### src/rtl/dpwm_pkg.sv
package dpwm_pkg;
   // Legal range of the frame counter width.
   localparam int unsigned DPWM_MIN_CNT_W = 12;
   localparam int unsigned DPWM_MAX_CNT_W = 16;
   // Smallest accepted fraction width.
   localparam int unsigned DPWM_MIN_FRAC_W = 1;
endpackage

### src/rtl/dpwm_frame_timer.sv
module dpwm_frame_timer #(
   parameter int unsigned CNT_W = 12
) (
   input  logic             clk,
   input  logic             rst,
   output logic [CNT_W-1:0] cnt,
   output logic             last,
   output logic             start
);
   logic [CNT_W-1:0] cnt_q;

   always_ff @(posedge clk) begin
      if (rst) cnt_q <= '0;
      else     cnt_q <= cnt_q + 1'b1;
   end

   assign cnt   = cnt_q;
   assign last  = (cnt_q == {CNT_W{1'b1}});
   assign start = (cnt_q == '0);

   // the frame wraps right after its last clock
   a_r1_wrap: assert property (@(posedge clk) disable iff (rst)
      last |=> (cnt_q == '0));
endmodule

### src/rtl/dpwm_dither_acc.sv
module dpwm_dither_acc #(
   parameter int unsigned CNT_W  = 12,
   parameter int unsigned FRAC_W = 4
) (
   input  logic                    clk,
   input  logic                    rst,
   input  logic                    load,
   input  logic [CNT_W+FRAC_W-1:0] setpoint,
   output logic [CNT_W:0]          cmp
);
   localparam logic [CNT_W:0] FULL_CMP = {1'b1, {CNT_W{1'b0}}};

   logic [CNT_W-1:0]  base;
   logic [FRAC_W-1:0] frac;
   logic [FRAC_W-1:0] acc_q;
   logic [FRAC_W:0]   sum;
   logic              carry;
   logic [CNT_W:0]    next_cmp;
   logic [CNT_W:0]    cmp_q;

   assign base  = setpoint[CNT_W+FRAC_W-1:FRAC_W];
   assign frac  = setpoint[FRAC_W-1:0];
   assign sum   = {1'b0, acc_q} + {1'b0, frac};
   assign carry = sum[FRAC_W];

   // One extra bit of range: base 2^CNT_W-1 plus a carry lands on 2^CNT_W.
   // The clamp only keeps the value in range if the width is ever narrowed.
   always_comb begin
      next_cmp = {1'b0, base} + {{CNT_W{1'b0}}, carry};
      if (next_cmp > FULL_CMP) next_cmp = FULL_CMP;
   end

   always_ff @(posedge clk) begin
      if (rst) begin
         acc_q <= '0;
         cmp_q <= '0;
      end else if (load) begin
         acc_q <= sum[FRAC_W-1:0];
         cmp_q <= next_cmp;
      end
   end

   assign cmp = cmp_q;

   // between boundaries the compare value holds
   a_r3_hold_midframe: assert property (@(posedge clk) disable iff (rst)
      !load |=> $stable(cmp_q));
   // a newly loaded compare value is the sampled base code or one above it
   a_r4_base_or_next: assert property (@(posedge clk) disable iff (rst)
      load |=> ((cmp_q >= {1'b0, $past(base)}) &&
                (cmp_q <= {1'b0, $past(base)} + 1'b1)));
   // the compare value never leaves the range 0 to 2^CNT_W
   a_r6_no_overflow: assert property (@(posedge clk) disable iff (rst)
      cmp_q <= FULL_CMP);
endmodule

### src/rtl/dpwm_compare.sv
module dpwm_compare #(
   parameter int unsigned CNT_W = 12
) (
   input  logic [CNT_W-1:0] cnt,
   input  logic [CNT_W:0]   cmp,
   output logic             pwm
);
   assign pwm = ({1'b0, cnt} < cmp);
endmodule

### src/rtl/dpwm_dither_gen.sv
module dpwm_dither_gen #(
   parameter int unsigned CNT_W  = 12,
   parameter int unsigned FRAC_W = 4
) (
   input  logic                    clk,
   input  logic                    rst,
   input  logic [CNT_W+FRAC_W-1:0] setpoint,
   output logic                    pwm_out,
   output logic                    frame_start
);
   import dpwm_pkg::*;

   localparam logic [CNT_W:0] FULL_CMP = {1'b1, {CNT_W{1'b0}}};

   generate
      if ((CNT_W < DPWM_MIN_CNT_W) || (CNT_W > DPWM_MAX_CNT_W)) begin : g_bad_cnt
         $error("dpwm_dither_gen: CNT_W out of range");
      end
      if (FRAC_W < DPWM_MIN_FRAC_W) begin : g_bad_frac
         $error("dpwm_dither_gen: FRAC_W too small");
      end
   endgenerate

   logic [CNT_W-1:0] cnt;
   logic             last;
   logic             start;
   logic [CNT_W:0]   cmp;
   logic             pwm;

   dpwm_frame_timer #(.CNT_W(CNT_W)) u_timer (
      .clk  (clk),
      .rst  (rst),
      .cnt  (cnt),
      .last (last),
      .start(start)
   );

   dpwm_dither_acc #(.CNT_W(CNT_W), .FRAC_W(FRAC_W)) u_acc (
      .clk     (clk),
      .rst     (rst),
      .load    (last),
      .setpoint(setpoint),
      .cmp     (cmp)
   );

   dpwm_compare #(.CNT_W(CNT_W)) u_cmp (
      .cnt(cnt),
      .cmp(cmp),
      .pwm(pwm)
   );

   assign pwm_out     = pwm;
   assign frame_start = start;

   // the strobe lasts a single clock
   a_r2_single_strobe: assert property (@(posedge clk) disable iff (rst)
      frame_start |=> !frame_start);
   // an empty compare gives low, a full-scale compare gives high
   a_r6_zero_low: assert property (@(posedge clk) disable iff (rst)
      (cmp == '0) |-> !pwm_out);
   a_r6_full_high: assert property (@(posedge clk) disable iff (rst)
      (cmp == FULL_CMP) |-> pwm_out);
   // rising edges only at frame start, falling edges only at the compare point
   a_r7_rise_at_start: assert property (@(posedge clk) disable iff (rst)
      $rose(pwm_out) |-> frame_start);
   a_r7_fall_at_cmp: assert property (@(posedge clk) disable iff (rst)
      $fell(pwm_out) |-> ({1'b0, cnt} == cmp));
endmodule

### config.mk
export PLATFORM = sky130hd
export DESIGN_NAME = dpwm_dither_gen
export DESIGN_NICKNAME = d
export VERILOG_FILES = /design/src/rtl/dpwm_pkg.sv /design/src/rtl/dpwm_frame_timer.sv /design/src/rtl/dpwm_dither_acc.sv /design/src/rtl/dpwm_compare.sv /design/src/rtl/dpwm_dither_gen.sv
export SDC_FILE = /design/constraint.sdc
export NUM_CORES = 1
export LEC_CHECK = 0
export BUFFER_PORTS_ARGS = -buffer_cell sky130_fd_sc_hd__buf_2
export CAP_MARGIN = 0
export CORE_ASPECT_RATIO = 1.5
export CORE_MARGIN = 3
export CORE_UTILIZATION = 58
export CTS_CLUSTER_SIZE = 40
export DETAILED_ROUTE_END_ITERATION = 6
export GPL_TIMING_DRIVEN = 0
export PLACE_DENSITY = 0.79
export SETUP_SLACK_MARGIN = 0.05
export SLEW_MARGIN = 0
export SYNTH_ARGS = -nofsm -noshare
export SYNTH_HDL_FRONTEND = slang
export SYNTH_SLANG_ARGS = --single-unit
### constraint.sdc
create_clock -name clk -period 3.5 [get_ports clk]
set_input_delay 0.35 -clock clk [delete_from_list [all_inputs] [get_ports clk]]
set_output_delay 0.35 -clock clk [all_outputs]
set_load 0.1 [all_outputs]
### Word-level counts from Yosys, hierarchy flattened

Cells that the tools add are included.

* output and inout bits: 2
* input bits: 18
* memories kept: 0
* bits in writable memories: 0
* logic and storage cells: 11
* latch bits: 0
* memory bits (read-only): 0
* flip-flop bits (word level): 29

* $add $sub $neg: 3
* mux-type cells: 1
* multipliers: 0
* reduce and logical (&&, ||, !) cells: 1
* shifts and indexed selects: 0
* bitwise logic cells: 0
* divide/modulo/power cells: 0
* magnitude comparators: 2
* eq/ne operators: 1

Operators with widths (count)
* $add A12 B1 Y13: 1
* $gt A13 B13 Y1 const B: 1
* $lt A12 B13 Y1: 1
* $mux W13: 1
* $add A12 B1 Y12 const B: 1
* $eq A12 B12 Y1 const B: 1
* $logic_not A12 Y1: 1
* $add A4 B4 Y5: 1

### Depth between registers and ports, before layout

Gate-level depths: netlist (run 1).

* word-level depth: 4
* depth in mapped cells: 14
* mapped depth without buffers: 14

### By module

A second synthesis (run 1) with hierarchy kept.

* cells, all modules: 210
* area, all modules: 1843.0 µm²

Modules (own cells, without submodules)
* dpwm_dither_acc: area an instance 993.5 µm², cells an instance 107, sequential area each 340.3 µm², instances 1
* dpwm_frame_timer: area an instance 559.3 µm², cells an instance 63, sequential area each 240.2 µm², instances 1
* dpwm_compare: area an instance 290.3 µm², cells an instance 40, sequential area each 0.0 µm², instances 1

### Worst setup path before layout (run 1)

Ideal clock, no wire load.

* path type: flip-flop to output port
* start point: reg u_timer.cnt_q[0] (netlist: u_timer.cnt[0])
* end point: out frame_start
* cell stages (with the launch flop): 6
* slack: -450 ps
* arrival time: 3600 ps
* data required time: 3150 ps
* path through: dfxtp_1 -> inv_1 -> ha_1 -> nor4b_1 -> nand2_1 -> nor4_1

* cells in the longest elaborated chain, start to end: 1

RTL lines
* start: declaration: line dpwm_frame_timer.sv:10 `logic [CNT_W-1:0] cnt_q;`
* start signal: assignment: line dpwm_frame_timer.sv:14 `else cnt_q <= cnt_q + 1'b1;`
* $logic_not A12 Y1: line dpwm_frame_timer.sv:19 `assign start = (cnt_q == '0);`
* end: declaration: line dpwm_dither_gen.sv:9 `output logic frame_start`

Every way passes these cells.

### Final worst setup path (run 1)

* start point: reg u_acc.acc_q[0]
* end point: reg u_acc.cmp_q[9] (netlist: u_acc.cmp[9])

* cells in the longest elaborated chain, start to end: 4

RTL lines
* start: declaration: line dpwm_dither_acc.sv:15 `logic [FRAC_W-1:0] acc_q;`
* start signal: assignment: line dpwm_dither_acc.sv:38 `acc_q <= sum[FRAC_W-1:0];`
* $add A4 B4 Y5 *: line dpwm_dither_acc.sv:23 `assign sum = {1'b0, acc_q} + {1'b0, frac};`
* $add A12 B1 Y13 *: line dpwm_dither_acc.sv:29 `next_cmp = {1'b0, base} + {{CNT_W{1'b0}}, carry};`
* $gt A13 B13 Y1: line dpwm_dither_acc.sv:30 `if (next_cmp > FULL_CMP) next_cmp = FULL_CMP;`
* $mux W13 *: line dpwm_dither_acc.sv:30
* end signal: assignment: line dpwm_dither_acc.sv:39 `cmp_q <= next_cmp;`
* end: declaration: line dpwm_dither_acc.sv:19 `logic [CNT_W:0] cmp_q;`

Mark *: on every way between the ends. The rest lies on a longest branch, timed or not.
A chain may end at the register's enable or synchronous reset.

==> flow_summary.toml, run 1 <==
[yosys]
synthCells = 214
ys_seq_area_share_pct = 32.6
synth_edf_count = 0
synth_fp_nets = 252
syn_area_um2 = 1780
syn-mean-instance-area_um2 = 8.31
yosys_warnings = 0
ys.flop_type = "dfxtp_1"
synth_cell_type_count = 33
synth-async-reset-ratio_pct = 0
synth_seq_cells = 29

[timing]
finalSetupTns_ns = 0
fmaxAchievable_mhz = 371
hold_viol_final = 0
worstMarginPinSlew_ns = 0.560
grt_setup_unrepaired = "false"
min_period_ns = 2.70
finClkSkew_ns = 0.00198
whs_ns = 0.388
slew_headroom_pct = 62.7
slew_viol_final = 0
fin_ws_ns = 0.804
setup_viol = 0
finalCritPeriodShare_pct = 77.0

[cells_and_area]
layout.cells.non_filler = 278
diodes = 0
layout-drive-gt1-share_pct = 15.9
area_growth_pct = 13.0
n_fill_cell = 263
final_area_um2 = 2010
utilization_pct = 69.0
layout.nets = 277

[placement]
port_buffers = 18
pre_cts_ws_ns = 0.662
place_congestion = 0.764
place_inst = 271
dpl-instance-area_um2 = 1920
dpl.hpwl_um = 2710

[cts]
cts_sinks = 29
clock_tree.root_cell = "clkbuf_8"
clk_pin_slew_ns = 0.06
cts_hold_buf = 0
cts_htree_levels = 2
postCtsSetupRepairBufs = 0
cts_resized = 0
clk_latency_ns = 0.28
numCtsBuffers = 5
clock_path_buffers = 2
tritoncts = "yes"

[detailed_routing]
drt-wirelength-per-cell_um = 12.2
vias_per_cell = 5.36
drtIter0Drc = 24
drc_errors = 0
num_vias = 1489
wl_um = 3380
drtAntennaViolNets = 0
dr.pass1.iters = 4

[floorplanning]
io_pins = 20
initial_core_util_pct = 61.1
die_x_um = 51.2
die_area_um2 = 3780
core_area_um2 = 2910
die_h_um = 73.8
num_rows = 24

[critical_path]
worst_ep_required_time_ns = 3.67
worst_ep_arrival_time_ns = 2.87
end_kind = "register"
worstPathMaxFanout = 3
critical_path_class = "register to register"
cp-start-kind = "register"

[outcome]
outcome = "completed"

[grt]
antenna_found_initial = 0
grt_pass1_vias = 1439
grt_max_degree = 11
overflow = 0
grt_usage_pct = 21.4
grt_pass1_wl_um = 5970

[hold_path]
hp-class = "primary input to register"

[power]
p_per_area_nw_per_um2 = 345
p_total_uw = 694
p_leak_nw = 0.808
max-vdd-ir-drop_uv = 246

[run]
maxCapViolCount = 0
power by group:
group          internal, mW  switching, mW  total (mW)
Clock                 0.155          0.116       0.272
Combinational        0.0274         0.0586      0.0860
Sequential            0.333        0.00318       0.336
Total                 0.516          0.178       0.694
cells by family (layout without fill, tap and decap cells):
logic type / after synthesis / count (layout) / share of synthesized area (%)
AO/OA/AOI/OAI: 36 / 36 / 13.0
buffers and inverters: 23 / 48 / 5.27
adder cells (fa/ha/maj): 20 / 20 / 14.5
XOR/XNOR: 18 / 18 / 8.86
flip-flops: 29 / 29 / 32.6
AND/OR/NAND/NOR: 88 / 88 / 25.7
critical path, stage by stage, from the launching register on:
cell	delay (ns)
dfxtp_1	0.33
ha_1	0.16
inv_1	0.05
fa_1	0.40
nor2b_1	0.12
o21ai_0	0.08
nand2b_1	0.12
ha_1	0.18
ha_1	0.20
and4_1	0.27
nand3_1	0.13
or2_2	0.32
a32o_1	0.22
layer usage:
| layer | up-vias | routed length [µm] | global-route usage [%] |
|---|---|---|---|
| met5 | - | 0 | 0 |
| met4 | 0 | 90 | 11.4 |
| met3 | 6 | 114 | 4.87 |
| met2 | 23 | 1810 | 38.7 |
| met1 | 677 | 1370 | 22.5 |
| li1 | 783 | - | - |
synthesized netlist by cell type, types with 2 or more instances:
| library cell | instances | area [µm²] |
|---|---|---|
| xor2_1 | 9 | 78.8 |
| a21oi_2 | 4 | 35.0 |
| nand2_2 | 4 | 25.0 |
| dfxtp_1 | 29 | 581 |
| nor2_1 | 21 | 78.8 |
| nor2b_1 | 2 | 12.5 |
| and4_1 | 2 | 17.5 |
| nand4_1 | 6 | 37.5 |
| a21o_1 | 5 | 37.5 |
| nand3_1 | 12 | 60.1 |
| nand2_1 | 24 | 90.1 |
| inv_1 | 17 | 63.8 |
| or3_1 | 5 | 31.3 |
| a21oi_1 | 13 | 65.1 |
| a211oi_1 | 6 | 45.0 |
| clkbuf_1 | 4 | 15.0 |
| o21ai_0 | 6 | 30.0 |
| nor4_1 | 2 | 12.5 |
| nor3_1 | 2 | 10.0 |
| ha_1 | 19 | 238 |
| xnor2_1 | 9 | 78.8 |
| nand2b_1 | 2 | 12.5 |
layout make-up:
cell class	count	area [µm²]	area share (%)
inverters	17	63.8	3.17
plain buffers	6	30.0	1.49
multi-input cells	162	1110	55.3
repair buffers	18	90.1	4.48
well taps	39	48.8	2.43
clock buffers	7	86.3	4.29
flip-flops and latches	29	581	28.9
worst paths after layout:
kind         slack, ns             to           start  cells after the start
min reg2reg       0.45   u_acc.cmp[1]    u_acc.cmp[1]                      2
min               0.39  u_acc.cmp[11]    setpoint[15]                      4
max reg2reg       0.80   u_acc.cmp[9]  u_acc.acc_q[0]                     12
max               0.80   u_acc.cmp[9]  u_acc.acc_q[0]                     12
registers in the layout, summed over array words and instances (netlist names):
name,flops
u_timer.cnt,12
u_acc.acc_q,4
u_acc.cmp,13
cell usage in the layout (no fill, tap or decap), types with 6 or more instances in the layout:
cell type,instances
nand3_1,12
nand4_1,6
nor2_1,21
dfxtp_1,29
inv_1,17
clkbuf_8,6
xnor2_1,9
buf_2,18
a21oi_1,13
ha_1,19
xor2_1,9
nand2_1,24
a211oi_1,6
(Power assumes the default switching activity.)
==> inputs of run 2 (changes only) <==
- ABC_AREA: unset -> 1
- CORE_UTILIZATION: 58 -> 53
- PLACE_DENSITY: 0.79 -> 0.76
- clock period: 3.5 -> 2.3 ns (I/O delays scaled with it)
==> flow_summary.toml, run 2 <==
[yosys]
synthCells = 295
synth_edf_count = 0
ys.flop_type = "dfxtp_1"
synth_fp_nets = 333
yosysTopAreaCell = "dfxtp_1"
synth_area_leaders = "dfxtp_1 (29%), nand2_1 (14%), ha_1 (12%)"
syn-mean-instance-area_um2 = 6.90
synth_cell_type_count = 32
synth.most_common_cell = "nand2_1"
synth-async-reset-ratio_pct = 0
ys_seq_area_share_pct = 28.5
ys_top_cells_by_count = "nand2_1 (75), inv_1 (46), dfxtp_1 (29)"
synth_seq_cells = 29
yosys_warnings = 0
syn_area_um2 = 2040
synth_top_area_share_pct = 28.5

[cts]
clk_latency_ns = 0.28
cts_htree_levels = 2
numCtsBuffers = 5
tritoncts = "yes"
clock_tree.root_cell = "clkbuf_8"
clock_path_buffers = 2
cts_sinks = 29
clk_pin_slew_ns = 0.06
cts_hold_buf = 0

[grt]
grt_usage_pct = 19.7
overflow = 0
grt_pass1_vias = 1797
antenna_found_initial = 0
grt_max_degree = 11
grt_pass1_wl_um = 7220

[cells_and_area]
diodes = 0
largest_register_ffs = 13
area_growth_pct = 16.7
utilization_pct = 64.6
layout.nets = 362
n_fill_cell = 348
final_common_cell = "nand2_1"
layout-drive-gt1-share_pct = 21.2
layout.cells.non_filler = 368
mostFrequentLayoutCells = "nand2_1 (74), inv_1 (45), dfxtp_1 (28)"

[timing]
whs_ns = 0.321
slew_headroom_pct = 65.8
finClkSkew_ns = 0.00428
slew_viol_final = 0
setup_viol = 6
hold_viol_final = 0
fin_ws_ns = -0.122
min_period_ns = 2.42
grt_setup_unrepaired = "true"
finalSetupTns_ns = -0.628
worstMarginPinSlew_ns = 0.512
fmaxAchievable_mhz = 413
finalCritPeriodShare_pct = 105

[placement]
port_buffers = 18
place_congestion = 0.814
place_inst = 356
dpl.hpwl_um = 3330

[detailed_routing]
drt-wirelength-per-cell_um = 11.2
vias_per_cell = 5.09
num_vias = 1873
drtAntennaViolNets = 0
dr.pass1.iters = 4
wl_um = 4130
drc_errors = 0
drtIter0Drc = 52

[power]
p_leak_nw = 1.08
max-vdd-ir-drop_uv = 411
p_per_area_nw_per_um2 = 452

[hold_path]
min_path_cells = 4
hp-class = "primary input to register"

[floorplanning]
core_area_um2 = 3680
die_h_um = 81.9
initial_core_util_pct = 55.3
die_x_um = 56.6
num_rows = 27
die_area_um2 = 4640
io_pins = 20

[critical_path]
end_kind = "register"
critical_path_class = "register to register"
worst_ep_required_time_ns = 2.52
rr_worst_depth = 16
worst_ep_arrival_time_ns = 2.64
cp-start-kind = "register"
worstPathMaxFanout = 6

[outcome]
outcome = "finished with violations"
violations = "setup timing"

[run]
maxCapViolCount = 0
-- run 2: changes by cell type after synthesis, moves of 3 or more --
cell	change
nor2_1	+5
inv_2	+3
inv_1	+29
or3_1	-5
nand3_2	+3
nor3_1	+5
xnor2_1	-7
xor2_1	-7
a211oi_1	-5
nor2_4	+3
o21ai_0	+3
nand2_1	+51
a21oi_1	+9
a21o_1	-5
-- run 2: cells by family (layout without fill, tap and decap cells) --
logic type               Yosys count  count (layout)  synth area share [%]
XOR/XNOR                           4               4                  1.72
AO/OA/AOI/OAI                     41              41                  11.8
AND/OR/NAND/NOR                  148             148                  35.3
adder cells (fa/ha/maj)           20              20                  12.7
buffers and inverters             53              83                  10.0
flip-flops                        29              29                  28.5
-- run 2: final cells by class --
cell class,instances,area (µm²),share of cell area (%)
Timing Repair Buffer,22,130,5.47
Clock buffer,8,80.1,3.37
Tap cell,43,53.8,2.26
Inverter,50,193,8.11
Buffer,3,11.3,0.474
Sequential cell,29,582,24.5
Multi-Input combinational cell,213,1330,55.8
-- run 2: final timing paths --
| path | start | end | slack (ns) |
|---|---|---|---|
| setup / recovery | u_acc.acc_q[0] | u_acc.cmp[1] | -0.12 |
| hold / removal | setpoint[14] | u_acc.cmp[10] | 0.32 |
| setup reg to reg | u_acc.acc_q[0] | u_acc.cmp[1] | -0.12 |
| hold reg to reg | u_acc.cmp[10] | u_acc.cmp[10] | 0.46 |
-- run 2: repair_timing --
action / in CTS / in global routing
buffers inserted: 3 / 1
endpoints found under the setup margin: 7 / 8
gates resized for setup: 2 / 9
pin swaps: 4 / 1
-- run 2: worst max-delay path, cell delays in order (launching register included) --
cell	delay, ns
dfxtp_2	0.35
ha_4	0.14
inv_2	0.03
fa_2	0.34
o21ai_2	0.16
ha_4	0.17
ha_4	0.19
or2_4	0.22
nor2_2	0.08
nand2_1	0.07
nor2_2	0.08
nand2_1	0.07
nor2_1	0.08
nand2_1	0.09
nand2_4	0.10
nand2_1	0.07
a21oi_2	0.12
-- run 2: per-stage QoR --
step	total power, mW	worst slack [ns]	area, µm²
global placement	0.673	-0.220	2220
finish	1.07	-0.122	2380
CTS	1.07	-0.172	2330
floorplan	0.632	-0.0308	2080
detailed placement	0.676	-0.238	2220
global route	1.12	-0.290	2380
-- run 2: metal layers --
metal | global-route usage, % | vias up | wire, µm | part of all wire (%)
met2 | 38.8 | 32 | 2220 | 54
met1 | 19.0 | 827 | 1640 | 40
met4 | 10.5 | 0 | 120 | 2.9
li1 | - | 1006 | - | -
met3 | 3.62 | 8 | 142 | 3.4
met5 | 0 | - | 0 | 0
-- run 2: report_power, final --
group          internal (mW)  leakage (nW)  switching, mW  total [mW]
sequential             0.507         0.235        0.00492       0.512
clock                  0.214        0.0395          0.184       0.399
combinational         0.0535         0.808          0.110       0.163
==> inputs of run 3 (changes only) <==
- CORE_MARGIN: 3 -> unset
- PLACE_DENSITY: 0.76 -> 0.8
==> flow_summary.toml, run 3 (synthesized netlist as in run 2, its figures left out) <==
[detailed_routing]
drt-wirelength-per-cell_um = 11.5
drtAntennaViolNets = 0
drc_errors = 0
vias_per_cell = 5.14
drtIter0Drc = 50
dr.pass1.iters = 4
wl_um = 4210
num_vias = 1880

[power]
p_total_mw = 1.14
net-switching-power_uw = 316
p_clk_share_pct = 41.0
p_comb_share_pct = 14.2
p_leak_nw = 1.08
power_frac_seq_pct = 44.8
p_per_area_nw_per_um2 = 476
max-vdd-ir-drop_uv = 371
sw_frac_of_total_pct = 27.6
p_int_uw = 827

[hold_path]
hp-class = "primary input to register"

[placement]
place_congestion = 0.808
dpl.hpwl_um = 3230
place_inst = 356
port_buffers = 18

[outcome]
outcome = "finished with violations"
violations = "setup timing"

[floorplanning]
initial_core_util_pct = 55.3
io_pins = 20
die_h_um = 77.9
die_area_um2 = 4100
core_area_um2 = 3680
die_x_um = 52.6
num_rows = 27

[cells_and_area]
layout.nets = 360
mostFrequentLayoutCells = "nand2_1 (71), inv_1 (44), dfxtp_1 (28)"
largest_register_ffs = 13
utilization_pct = 65.2
layout-drive-gt1-share_pct = 23.5
layout.cells.non_filler = 366
final_common_cell = "nand2_1"
area_growth_pct = 17.9
n_fill_cell = 338
diodes = 0

[critical_path]
critical_path_class = "register to register"
cp-start-kind = "register"
regToRegSetupSlack_ns = -0.21
worst_ep_arrival_time_ns = 2.72
end_kind = "register"
worst_ep_required_time_ns = 2.52
worstPathMaxFanout = 6

[grt]
overflow = 0
antenna_found_initial = 0
grt_pass1_wl_um = 7180
grt_usage_pct = 23.7
grt_pass1_vias = 1795
grt_max_degree = 11

[cts]
clk_pin_slew_ns = 0.06
cts_htree_levels = 2
tritoncts = "yes"
cts_sinks = 29
numCtsBuffers = 5
cts_hold_buf = 0
clock_tree.root_cell = "clkbuf_8"
clock_path_buffers = 2
clk_latency_ns = 0.29

[timing]
fmaxAchievable_mhz = 399
setup_viol = 6
fin_ws_ns = -0.206
slew_viol_final = 0
worstMarginPinSlew_ns = 0.592
finClkSkew_ns = 0.00737
finalSetupTns_ns = -1.10
slew_headroom_pct = 60.5
hold_viol_final = 0
grt_setup_unrepaired = "true"
finalCritPeriodShare_pct = 109
min_period_ns = 2.51

[run]
maxCapViolCount = 0
[run 3: stage by stage]
stage	setup slack (ns)	cell area (µm²)	hold slack (ns)
6_report	-0.206	2400	0.303
5_1_grt	-0.372	2400	0.327
4_1_cts	-0.236	2370	0.296
3_5_place_dp	-0.393	2220	0.459
3_3_place_gp	-0.378	2220	0.455
2_1_floorplan	-0.0308	2080	0.440
[run 3: worst max-delay path: stages, from the launching register on]
cell and delay [ns]:
dfxtp_2 0.35, ha_4 0.14, inv_2 0.03, fa_2 0.35, o21ai_4 0.19, ha_4 0.18
ha_4 0.20, or2_4 0.22, nor2_2 0.07, nand2_1 0.06, nor2_1 0.09, nand2_1 0.08
nor2_1 0.09, nand2_1 0.09, nand2_4 0.11, nand2_2 0.07, a21oi_2 0.12
[run 3: final timing paths]
| check | startpoint | endpoint | depth (start not counted) |
|---|---|---|---|
| max | u_acc.acc_q[0] | u_acc.cmp[1] | 16 |
| min | setpoint[14] | u_acc.cmp[10] | 4 |
| max reg2reg | u_acc.acc_q[0] | u_acc.cmp[1] | 16 |
| min reg2reg | u_acc.cmp[10] | u_acc.cmp[10] | 2 |
[run 3: what timing repair did]
action | CTS | global route
endpoints found under the setup margin | 12 | 11
pin swaps | 4 | 4
resized for setup | 8 | 7
setup buffers | 1 | 1
[run 3: final cells by class]
cell class	instances	area [µm²]	area share, %
Timing Repair Buffer	20	108	4.48
Buffer	3	11.3	0.469
Sequential cell	29	582	24.2
Inverter	50	193	8.03
Clock inverter	1	5.00	0.208
Multi-Input combinational cell	213	1350	56.3
Tap cell	43	53.8	2.24
Clock buffer	7	96.3	4.01
[run 3: metal layers]
layer	part of all wire, %	vias up	track usage (%)	routed length [µm]
met5	0	-	0	0
met4	4.2	0	15.5	178
met3	2.4	11	3.73	100
met2	54	30	43.2	2260
met1	40	838	23.0	1670
li1	-	1001	-	-
[run 3: power by group through the flow]
stage	registers [mW]	logic, mW	clock network, mW
final	0.511	0.162	0.469
after global routing	0.512	0.177	0.493
after CTS	0.511	0.160	0.475
after detailed placement	0.523	0.153	0
after global placement	0.522	0.150	0
after floorplan	0.522	0.111	0
